<file path="src/rtl/vtc_pkg.sv">
// Package: shared constants and page-size legality checks for the
// variable page size translation cache.
// Assumes page sizes are 6-bit exponents (page = 2^ps bytes).
package vtc_pkg;

    localparam int PS_W = 6;

    // True when a page size may be written into the cache by an insert.
    function automatic logic ps_insert_ok(input logic [PS_W-1:0] ps);
        return ps inside {6'd12, 6'd13, 6'd14, 6'd16, 6'd18,
                          6'd20, 6'd22, 6'd24, 6'd26, 6'd28};
    endfunction

    // True when a purge of this size is handled selectively (insert set plus 4G).
    function automatic logic ps_purge_ok(input logic [PS_W-1:0] ps);
        return ps_insert_ok(ps) || (ps == 6'd32);
    endfunction

endpackage

</file>
<file path="src/rtl/vtc_entry.sv">
// Module: vtc_entry
// One cache entry. It holds a translation and reports, combinationally,
// whether it matches the current lookup and the current purge request.
// Assumes the top never asserts wr_en for two entries in one cycle;
// a write takes priority over a clear in the same cycle.
module vtc_entry
    import vtc_pkg::*;
#(
    parameter int VA_W  = 40,
    parameter int PA_W  = 40,
    parameter int RID_W = 24
) (
    input  logic             clk,
    input  logic             rst_n,
    input  logic             wr_en,
    input  logic [VA_W-1:0]  wr_va,
    input  logic [RID_W-1:0] wr_rid,
    input  logic [PA_W-1:0]  wr_pa,
    input  logic [PS_W-1:0]  wr_ps,
    input  logic             clr,
    input  logic [VA_W-1:0]  lk_va,
    input  logic [RID_W-1:0] lk_rid,
    input  logic [VA_W-1:0]  pur_va,
    input  logic [RID_W-1:0] pur_rid,
    input  logic [PS_W-1:0]  pur_ps,
    output logic             valid,
    output logic             lk_match,
    output logic             pur_match,
    output logic [PA_W-1:0]  ent_pa,
    output logic [PS_W-1:0]  ent_ps
);

    logic [VA_W-1:0]  va_q;
    logic [RID_W-1:0] rid_q;
    logic [PS_W-1:0]  big_ps;
    logic [VA_W-1:0]  page_mask;
    logic [VA_W-1:0]  range_mask;

    // Entry storage: reset clears, write loads, purge clears.
    always_ff @(posedge clk) begin
        if (!rst_n) begin
            valid  <= 1'b0;
            va_q   <= '0;
            rid_q  <= '0;
            ent_pa <= '0;
            ent_ps <= '0;
        end else if (wr_en) begin
            valid  <= 1'b1;
            va_q   <= wr_va;
            rid_q  <= wr_rid;
            ent_pa <= wr_pa;
            ent_ps <= wr_ps;
        end else if (clr) begin
            valid  <= 1'b0;
        end
    end

    // Tag compares: lookup masks at the entry size, purge at the larger size.
    always_comb begin
        big_ps     = (ent_ps > pur_ps) ? ent_ps : pur_ps;
        page_mask  = {VA_W{1'b1}} << ent_ps;
        range_mask = {VA_W{1'b1}} << big_ps;
        lk_match   = valid && (rid_q == lk_rid)
                     && (((va_q ^ lk_va) & page_mask) == '0);
        pur_match  = valid && (rid_q == pur_rid)
                     && (((va_q ^ pur_va) & range_mask) == '0);
    end

    assert_write_sets_valid_R5: assert property (@(posedge clk) disable iff (!rst_n)
        wr_en |=> valid);

endmodule

</file>
<file path="src/rtl/vtc_victim.sv">
// Module: vtc_victim
// Chooses the entry an insert will write: the lowest invalid entry if
// any, otherwise a round-robin pointer that advances on each replacement.
// Assumes 'advance' is high only in cycles where an insert is accepted.
module vtc_victim #(
    parameter int ENTRIES = 8,
    localparam int IDX_W  = (ENTRIES > 1) ? $clog2(ENTRIES) : 1
) (
    input  logic               clk,
    input  logic               rst_n,
    input  logic [ENTRIES-1:0] valid_vec,
    input  logic               advance,
    output logic [ENTRIES-1:0] sel
);

    localparam logic [IDX_W-1:0] LAST = IDX_W'(ENTRIES - 1);

    logic [IDX_W-1:0] rr_q;
    logic [IDX_W-1:0] free_idx;
    logic             full;
    logic [IDX_W-1:0] sel_idx;

    // Find the lowest-numbered free entry.
    always_comb begin
        free_idx = '0;
        for (int i = ENTRIES - 1; i >= 0; i--) begin
            if (!valid_vec[i]) free_idx = IDX_W'(i);
        end
        full    = &valid_vec;
        sel_idx = full ? rr_q : free_idx;
        sel     = ENTRIES'(1) << sel_idx;
    end

    // Round-robin pointer, moved only when a valid entry is replaced.
    always_ff @(posedge clk) begin
        if (!rst_n)              rr_q <= '0;
        else if (advance && full) rr_q <= (rr_q == LAST) ? '0 : rr_q + 1'b1;
    end

    assert_sel_onehot_R5: assert property (@(posedge clk) disable iff (!rst_n)
        $onehot(sel));
    assert_free_first_R5: assert property (@(posedge clk) disable iff (!rst_n)
        !full |-> ((sel & valid_vec) == '0));

endmodule

</file>
<file path="src/rtl/vtc_select.sv">
// Module: vtc_select
// Priority selector: the lowest-numbered matching entry supplies the
// translated page bits and the page size.
// Assumes the match vector is already qualified by each entry's valid bit.
module vtc_select
    import vtc_pkg::*;
#(
    parameter int ENTRIES = 8,
    parameter int PA_W    = 40
) (
    input  logic [ENTRIES-1:0]            match_vec,
    input  logic [ENTRIES-1:0][PA_W-1:0]  pa_vec,
    input  logic [ENTRIES-1:0][PS_W-1:0]  ps_vec,
    output logic                          hit,
    output logic [PA_W-1:0]               pa,
    output logic [PS_W-1:0]               ps
);

    // Scan from the top so the lowest matching index is applied last.
    always_comb begin
        hit = |match_vec;
        pa  = '0;
        ps  = '0;
        for (int i = ENTRIES - 1; i >= 0; i--) begin
            if (match_vec[i]) begin
                pa = pa_vec[i];
                ps = ps_vec[i];
            end
        end
    end

endmodule

</file>
<file path="src/rtl/vps_tcache.sv">
// Module: vps_tcache
// Fully associative translation cache with a page size per entry and a
// region identifier tag. It supports insert, lookup (result registered one
// cycle later) and range purge. Insert and purge finish in one cycle.
// Assumes the caller keeps pages aligned to their size. Within a cycle
// the purge acts first, then the insert is written.
module vps_tcache
    import vtc_pkg::*;
#(
    parameter int VA_W    = 40,
    parameter int PA_W    = 40,
    parameter int RID_W   = 24,
    parameter int ENTRIES = 8
) (
    input  logic             clk,
    input  logic             rst_n,
    input  logic             ins_valid,
    input  logic [VA_W-1:0]  ins_va,
    input  logic [RID_W-1:0] ins_rid,
    input  logic [PA_W-1:0]  ins_pa,
    input  logic [5:0]       ins_ps,
    output logic             ins_fault,
    input  logic             lk_valid,
    input  logic [VA_W-1:0]  lk_va,
    input  logic [RID_W-1:0] lk_rid,
    output logic             lk_hit,
    output logic [PA_W-1:0]  lk_pa,
    output logic [5:0]       lk_ps,
    input  logic             pur_valid,
    input  logic [VA_W-1:0]  pur_va,
    input  logic [RID_W-1:0] pur_rid,
    input  logic [5:0]       pur_ps,
    input  logic             pur_remote,
    output logic             pur_fault
);

    logic [ENTRIES-1:0]            valid_vec;
    logic [ENTRIES-1:0]            lk_match_vec;
    logic [ENTRIES-1:0]            pur_match_vec;
    logic [ENTRIES-1:0]            victim;
    logic [ENTRIES-1:0][PA_W-1:0]  pa_vec;
    logic [ENTRIES-1:0][PS_W-1:0]  ps_vec;
    logic                          ins_ok;
    logic                          pur_ok;
    logic                          ins_do;
    logic                          sel_hit;
    logic [PA_W-1:0]               sel_pa;
    logic [PS_W-1:0]               sel_ps;
    logic [PA_W-1:0]               low_mask;
    logic [PA_W-1:0]               xlat_pa;

    // Size legality for the two writing operations.
    always_comb begin
        ins_ok = ps_insert_ok(ins_ps);
        pur_ok = ps_purge_ok(pur_ps);
        ins_do = ins_valid && ins_ok;
    end

    for (genvar g = 0; g < ENTRIES; g++) begin : g_entry
        vtc_entry #(.VA_W(VA_W), .PA_W(PA_W), .RID_W(RID_W)) entry_i (
            .clk       (clk),
            .rst_n     (rst_n),
            .wr_en     (ins_do && victim[g]),
            .wr_va     (ins_va),
            .wr_rid    (ins_rid),
            .wr_pa     (ins_pa),
            .wr_ps     (ins_ps),
            .clr       (pur_valid && (!pur_ok || pur_match_vec[g])),
            .lk_va     (lk_va),
            .lk_rid    (lk_rid),
            .pur_va    (pur_va),
            .pur_rid   (pur_rid),
            .pur_ps    (pur_ps),
            .valid     (valid_vec[g]),
            .lk_match  (lk_match_vec[g]),
            .pur_match (pur_match_vec[g]),
            .ent_pa    (pa_vec[g]),
            .ent_ps    (ps_vec[g])
        );
    end

    vtc_victim #(.ENTRIES(ENTRIES)) victim_i (
        .clk       (clk),
        .rst_n     (rst_n),
        .valid_vec (valid_vec),
        .advance   (ins_do),
        .sel       (victim)
    );

    vtc_select #(.ENTRIES(ENTRIES), .PA_W(PA_W)) select_i (
        .match_vec (lk_match_vec),
        .pa_vec    (pa_vec),
        .ps_vec    (ps_vec),
        .hit       (sel_hit),
        .pa        (sel_pa),
        .ps        (sel_ps)
    );

    // Join the page bits of the entry with the offset bits of the address.
    always_comb begin
        low_mask = ~({PA_W{1'b1}} << sel_ps);
        xlat_pa  = (sel_pa & ~low_mask) | (PA_W'(lk_va) & low_mask);
    end

    // Register the lookup result and the two fault pulses.
    always_ff @(posedge clk) begin
        if (!rst_n) begin
            lk_hit    <= 1'b0;
            lk_pa     <= '0;
            lk_ps     <= '0;
            ins_fault <= 1'b0;
            pur_fault <= 1'b0;
        end else begin
            lk_hit    <= lk_valid && sel_hit;
            lk_pa     <= xlat_pa;
            lk_ps     <= sel_ps;
            ins_fault <= ins_valid && !ins_ok;
            pur_fault <= pur_valid && !pur_ok && !pur_remote;
        end
    end

    assert_bad_insert_keeps_R2: assert property (@(posedge clk) disable iff (!rst_n)
        (ins_valid && !ps_insert_ok(ins_ps) && !pur_valid) |=> (ins_fault && $stable(valid_vec)));
    assert_fault_needs_req_R2: assert property (@(posedge clk) disable iff (!rst_n)
        ins_fault |-> $past(ins_valid));
    assert_remote_silent_R7: assert property (@(posedge clk) disable iff (!rst_n)
        (pur_valid && pur_remote) |=> !pur_fault);
    assert_bad_purge_flush_R7: assert property (@(posedge clk) disable iff (!rst_n)
        (pur_valid && !ps_purge_ok(pur_ps) && !ins_valid) |=> (valid_vec == '0));
    assert_hit_needs_req_R10: assert property (@(posedge clk) disable iff (!rst_n)
        lk_hit |-> $past(lk_valid));
    assert_ok_purge_no_fault_R6: assert property (@(posedge clk) disable iff (!rst_n)
        (pur_valid && ps_purge_ok(pur_ps)) |=> !pur_fault);

endmodule

</file>
<file path="config.mk">
export PLATFORM = sky130hd
export DESIGN_NAME = vps_tcache
export DESIGN_NICKNAME = d
export VERILOG_FILES = /design/src/rtl/vtc_pkg.sv /design/src/rtl/vtc_entry.sv /design/src/rtl/vtc_victim.sv /design/src/rtl/vtc_select.sv /design/src/rtl/vps_tcache.sv
export SDC_FILE = /design/constraint.sdc
export NUM_CORES = 2
export LEC_CHECK = 0
export CORE_MARGIN = 2
export CORE_UTILIZATION = 40
export CTS_BUF_LIST = sky130_fd_sc_hd__clkbuf_2
export CTS_CLUSTER_SIZE = 14
export DETAILED_ROUTE_END_ITERATION = 7
export GPL_TIMING_DRIVEN = 0
export PLACE_DENSITY_LB_ADDON = 0.3
export SLEW_MARGIN = 5
export SYNTH_ARGS = -nofsm -noshare
export SYNTH_HDL_FRONTEND = slang
export SYNTH_SLANG_ARGS = --single-unit
</file>
<file path="constraint.sdc">
create_clock -name clk -period 7.25 [get_ports clk]
set_input_delay 1.45 -clock clk [delete_from_list [all_inputs] [get_ports clk]]
set_output_delay 1.45 -clock clk [all_outputs]
set_load 0.02 [all_outputs]
</file>
==> run_summary.xml <==
<?xml version="1.0" encoding="UTF-8"?>
<metrics>
  <group name="worst_setup_path">
    <metric name="timing.critical_path.from_type" unit="">input port</metric>
    <metric name="critPathRequiredTime" unit="ns">8.83</metric>
    <metric name="reg2reg_setup_slack" unit="ns">-0.23</metric>
    <metric name="worst_path_largest_cell_delay" unit="ns">0.88</metric>
    <metric name="critical_path.cell_chain" unit="">clkdlybuf4s50_1, clkdlybuf4s15_1, inv_1, clkbuf_2, buf_12, ha_1, nand2_1, o22ai_1, a21oi_1, clkdlybuf4s15_2, clkbuf_1, o21ai_0, o21ai_1, buf_4, o2111ai_1, o31ai_1, a31oi_1, o221a_2</metric>
    <metric name="worst_r2r_startpoint" unit="">g_entry[0].entry_i.ent_ps[2]$_SDFFE_PN0P_</metric>
    <metric name="timing.critical_path.arrival" unit="ns">9.21</metric>
    <metric name="slowest_stage" unit="">a21oi_1</metric>
    <metric name="r2r-end" unit="">lk_pa[38]$_SDFF_PN0_</metric>
    <metric name="critPathCaptureType" unit="">register</metric>
    <metric name="r2r.worst_path.cells" unit="">15</metric>
    <metric name="path_max_fanout" unit="">14</metric>
    <metric name="crit_type" unit="">in2reg</metric>
  </group>
  <group name="global_routing">
    <metric name="pin_count_of_the_biggest_net_entering_global_routing" unit="">17</metric>
    <metric name="all_layer_gr_usage" unit="%">52.26</metric>
    <metric name="grt_antenna_before_repair" unit="">44</metric>
    <metric name="globalRouteOverflowTotal" unit="">0</metric>
    <metric name="first_pass_grt_wire_length" unit="mm">517.9</metric>
    <metric name="vias_in_the_first_global_route" unit="">60530</metric>
  </group>
  <group name="timing">
    <metric name="fin_worst_skew" unit="ns">0.2445</metric>
    <metric name="timing.final.setup_violations" unit="">15</metric>
    <metric name="report.final.slew_viol_count" unit="">109</metric>
    <metric name="achievable-frequency" unit="MHz">131.1</metric>
    <metric name="period_minus_slack" unit="ns">7.630</metric>
    <metric name="final.setup.tns" unit="ns">-1.825</metric>
    <metric name="layout_setup_ws" unit="ns">-0.3801</metric>
    <metric name="hold-worst-slack" unit="ns">-0.02251</metric>
    <metric name="hold_viol" unit="">6</metric>
    <metric name="worst_slew_margin_rel" unit="%">-30.26</metric>
    <metric name="tcrit_tclk_final" unit="%">105.2</metric>
    <metric name="worstMarginPinSlew" unit="ns">1.929</metric>
    <metric name="rsz0062_at_grt" unit="">no</metric>
  </group>
  <group name="cells_and_area">
    <metric name="layout.cells.most_common_list" unit="">nand2_1, a21oi_1, dfxtp_1</metric>
    <metric name="layout.nets" unit="">8481</metric>
    <metric name="instances_no_fill" unit="">10300</metric>
    <metric name="layout.cells.most_common" unit="">nand2_1</metric>
    <metric name="fillerInstances" unit="">14990</metric>
    <metric name="fraction_of_final_layout_cells_sized_beyond_drive_strength_1" unit="%">9.547</metric>
    <metric name="syn2layout_area_growth" unit="%">11.64</metric>
  </group>
  <group name="worst_hold_path">
    <metric name="worstHoldEndpoint" unit="">g_entry[5].entry_i.rid_q[11]$_SDFFE_PN0P_</metric>
    <metric name="worstHoldStart" unit="">ins_rid[11]</metric>
    <metric name="hold_path.class" unit="">in2reg</metric>
    <metric name="min_delay_path_depth" unit="">3</metric>
  </group>
  <group name="detailed_routing">
    <metric name="dr.first_iter.drc_count" unit="">9666</metric>
    <metric name="top_layer_used" unit="">met5</metric>
    <metric name="post-route-drc-count" unit="">4</metric>
    <metric name="drt-met1-wl" unit="mm">138.6</metric>
    <metric name="wl_met3" unit="mm">49.78</metric>
    <metric name="drt_wl_total" unit="mm">393.9</metric>
    <metric name="via_count" unit="">66280</metric>
    <metric name="vias_per_cell" unit="">6.436</metric>
    <metric name="met2WireLength" unit="mm">159.8</metric>
    <metric name="drtPass1Iterations" unit="">8</metric>
    <metric name="antenna_violating_nets_post_route" unit="">0</metric>
    <metric name="route.detailed.wl_per_inst" unit="um">38.26</metric>
  </group>
  <group name="logic_synthesis">
    <metric name="yosysUniqueCellTypes" unit="">100</metric>
    <metric name="ys_warn_count" unit="">0</metric>
    <metric name="synth_top_family_by_area" unit="">simple AND/OR/NAND/NOR gates</metric>
    <metric name="synth.avg_cell_area" unit="sq um">7.312</metric>
    <metric name="post_synth_xor_area_fraction" unit="%">15.82</metric>
    <metric name="synthesized_area_fraction_occupied_by_ao_oa_aoi_and_oai_cells" unit="%">20.68</metric>
    <metric name="asyncSetResetFlopFracSynth" unit="%">0</metric>
    <metric name="synth_fa_ha_area_share" unit="%">1.280</metric>
    <metric name="synth.net_count" unit="">8053</metric>
    <metric name="syn-cell-area" unit="sq um">56690</metric>
    <metric name="synth_enable_flop_cells" unit="">0</metric>
    <metric name="synth_seq_area_share" unit="%">33.19</metric>
    <metric name="post_synth_and_or_nand_nor_area_fraction" unit="%">20.96</metric>
    <metric name="synth.area.mux_share" unit="%">1.759</metric>
    <metric name="ys_seq_elements" unit="">940</metric>
    <metric name="synth_top_flop_cell" unit="">dfxtp_1</metric>
    <metric name="postSynthCellCount" unit="">7753</metric>
  </group>
  <group name="cts">
    <metric name="clockBufferDepth" unit="">4</metric>
    <metric name="cts.clk_slew.worst_paths" unit="ns">0.13</metric>
    <metric name="h-tree-depth" unit="">5</metric>
    <metric name="clkLatencyLatePin" unit="ns">1.88</metric>
    <metric name="tritoncts" unit="">yes</metric>
    <metric name="cts.sink_count" unit="">940</metric>
    <metric name="clock_tree.root_cell" unit="">clkbuf_2</metric>
    <metric name="cts_inserted_buffers" unit="">282</metric>
    <metric name="post_cts.repair.setup_buffers" unit="">0</metric>
  </group>
  <group name="floorplanning">
    <metric name="floorplan.die_area" unit="sq um">144800</metric>
    <metric name="i_o_pin_cnt" unit="">299</metric>
    <metric name="die_x" unit="um">380.5</metric>
    <metric name="placementRows" unit="">138</metric>
    <metric name="fp.coreArea" unit="sq um">141100</metric>
    <metric name="floorplan.initialDensity" unit="%">40.19</metric>
    <metric name="die_y" unit="um">380.5</metric>
  </group>
  <group name="flow_run">
    <metric name="max_cap_viol_count" unit="">20</metric>
  </group>
  <group name="placed_design">
    <metric name="numPortBuffers" unit="">59</metric>
    <metric name="gp_routability_congestion" unit="">1.148</metric>
    <metric name="placed_cells_incl_taps" unit="">9725</metric>
    <metric name="detailed_place_hpwl" unit="mm">293.3</metric>
  </group>
  <group name="power">
    <metric name="p_total" unit="mW">11.04</metric>
    <metric name="p_per_area" unit="nW/um^2">174.5</metric>
    <metric name="leakage" unit="nW">22.22</metric>
    <metric name="worst_ir_drop_vdd" unit="mV">0.1463</metric>
  </group>
  <group name="status">
    <metric name="result_of_the_run" unit="">finished with violations</metric>
    <metric name="violations" unit="">design-rule violations, negative hold slack, max-capacitance violations, max-slew violations, negative setup slack</metric>
  </group>
</metrics>
layer usage:
layer	vias up	track usage, %
li1	27250	-
met1	31780	58.86
met2	5458	74.84
met3	1776	20.24
met4	14	50.08
met5	-	0
logic make-up (layout without fill, tap and decap cells):
| group | after synthesis | in the layout |
|---|---|---|
| multiplexers | 97 | 97 |
| flip-flops | 940 | 940 |
| AO/OA/AOI/OAI | 2016 | 2016 |
| XOR/XNOR | 1023 | 1023 |
| AND/OR/NAND/NOR | 2822 | 2822 |
| buffers and inverters | 795 | 1390 |
| adder cells (fa/ha/maj) | 60 | 60 |
| other | 0 | 59 |
layout make-up:
type	instances	area [sq um]	share of cell area [%]
sequential	940	18820	29.74
antenna	59	147.6	0.2333
tap	1890	2365	3.737
inverter	56	211.5	0.3341
timing repair buffer	144	1583	2.501
clock buffer	387	1937	3.060
clock inverter	64	330.3	0.5219
buffer	739	3456	5.461
multi-input combinational	6018	34440	54.41
how the worst max path moves through the flow:
stage | cells after the start | from | to | slack, ns
after floorplan | 19 | pur_ps[4] | g_entry[2].entry_i.valid$_SDFFE_PN0P_ | 1.92
after global placement | 17 | pur_ps[4] | g_entry[6].entry_i.valid$_SDFFE_PN0P_ | -4.19
after detailed placement | 18 | pur_ps[4] | g_entry[6].entry_i.valid$_SDFFE_PN0P_ | -2.15
after CTS | 15 | g_entry[0].entry_i.ent_ps[3]$_SDFFE_PN0P_ | lk_pa[38]$_SDFF_PN0_ | 0.02
after global routing | 19 | pur_ps[1] | g_entry[6].entry_i.valid$_SDFFE_PN0P_ | 0.003
final | 18 | pur_ps[4] | g_entry[0].entry_i.valid$_SDFFE_PN0P_ | -0.38
cell usage after synthesis, types with 40 or more instances:
master | n | area, sq um
nand2_1 | 2040 | 7657
o21ai_0 | 280 | 1401
dfxtp_1 | 940 | 18820
nor3_1 | 68 | 340.3
ha_1 | 50 | 625.6
nor2_1 | 238 | 893.4
buf_1 | 47 | 176.4
nand3_1 | 93 | 465.5
o21a_1 | 42 | 315.3
nand4_1 | 101 | 631.9
nor4_1 | 76 | 475.5
xnor2_1 | 545 | 4773
buf_2 | 103 | 515.5
mux2i_1 | 76 | 760.7
and2_1 | 46 | 287.8
clkbuf_1 | 465 | 1745
o211ai_1 | 62 | 465.5
inv_1 | 51 | 191.4
a21oi_1 | 1190 | 5956
buf_4 | 123 | 923.4
a211oi_1 | 40 | 300.3
a31oi_1 | 62 | 387.9
xor2_1 | 477 | 4178
state kept, by name, summed over array words and instances (netlist names):
| register | flops |
|---|---|
| victim_i.rr_q | 3 |
| lk_pa | 40 |
| g_entry.entry_i.rid_q | 192 |
| g_entry.entry_i.ent_ps | 48 |
| g_entry.entry_i.va_q | 320 |
| lk_ps | 6 |
| lk_hit | 1 |
| ins_fault | 1 |
| g_entry.entry_i.ent_pa | 320 |
| pur_fault | 1 |
| g_entry.entry_i.valid | 8 |
per-stage QoR:
stage	util, %	hold WS [ns]	area (sq um)	worst slack, ns
2_1_floorplan	-	0.4315	56690	1.917
3_3_place_gp	42.28	0.4371	59650	-4.189
3_5_place_dp	42.61	0.4420	60110	-2.148
4_1_cts	44.67	0.002648	63010	0.02289
5_1_grt	44.78	0.007784	63160	0.002839
6_report	44.86	-0.02251	63290	-0.3801
timing repair:
action                                 in CTS  in global routing
gates resized for setup                     7                 18
hold buffers                               61                  0
cloned                                      0                  0
endpoints found under the hold margin     274                  0
setup endpoints to repair                   5                 23
critical path, delay by kind of cell:
kind / cells / cell delay [ns]
AOI/OAI and AO/OA: 8 / 3.44
adders and majority gates: 1 / 0.33
and+or+nand+nor: 1 / 0.07
buffers and inverters: 8 / 3.85
power by group:
group | total [mW] | leakage [nW] | switching [mW] | internal (mW)
Clock | 4.12 | 1.78 | 2.60 | 1.53
Sequential | 5.20 | 7.57 | 0.0222 | 5.18
Combinational | 1.72 | 12.9 | 1.29 | 0.423
Total | 11.0 | 22.2 | 3.91 | 7.13
No activity file was read; power rests on OpenSTA's default activity.
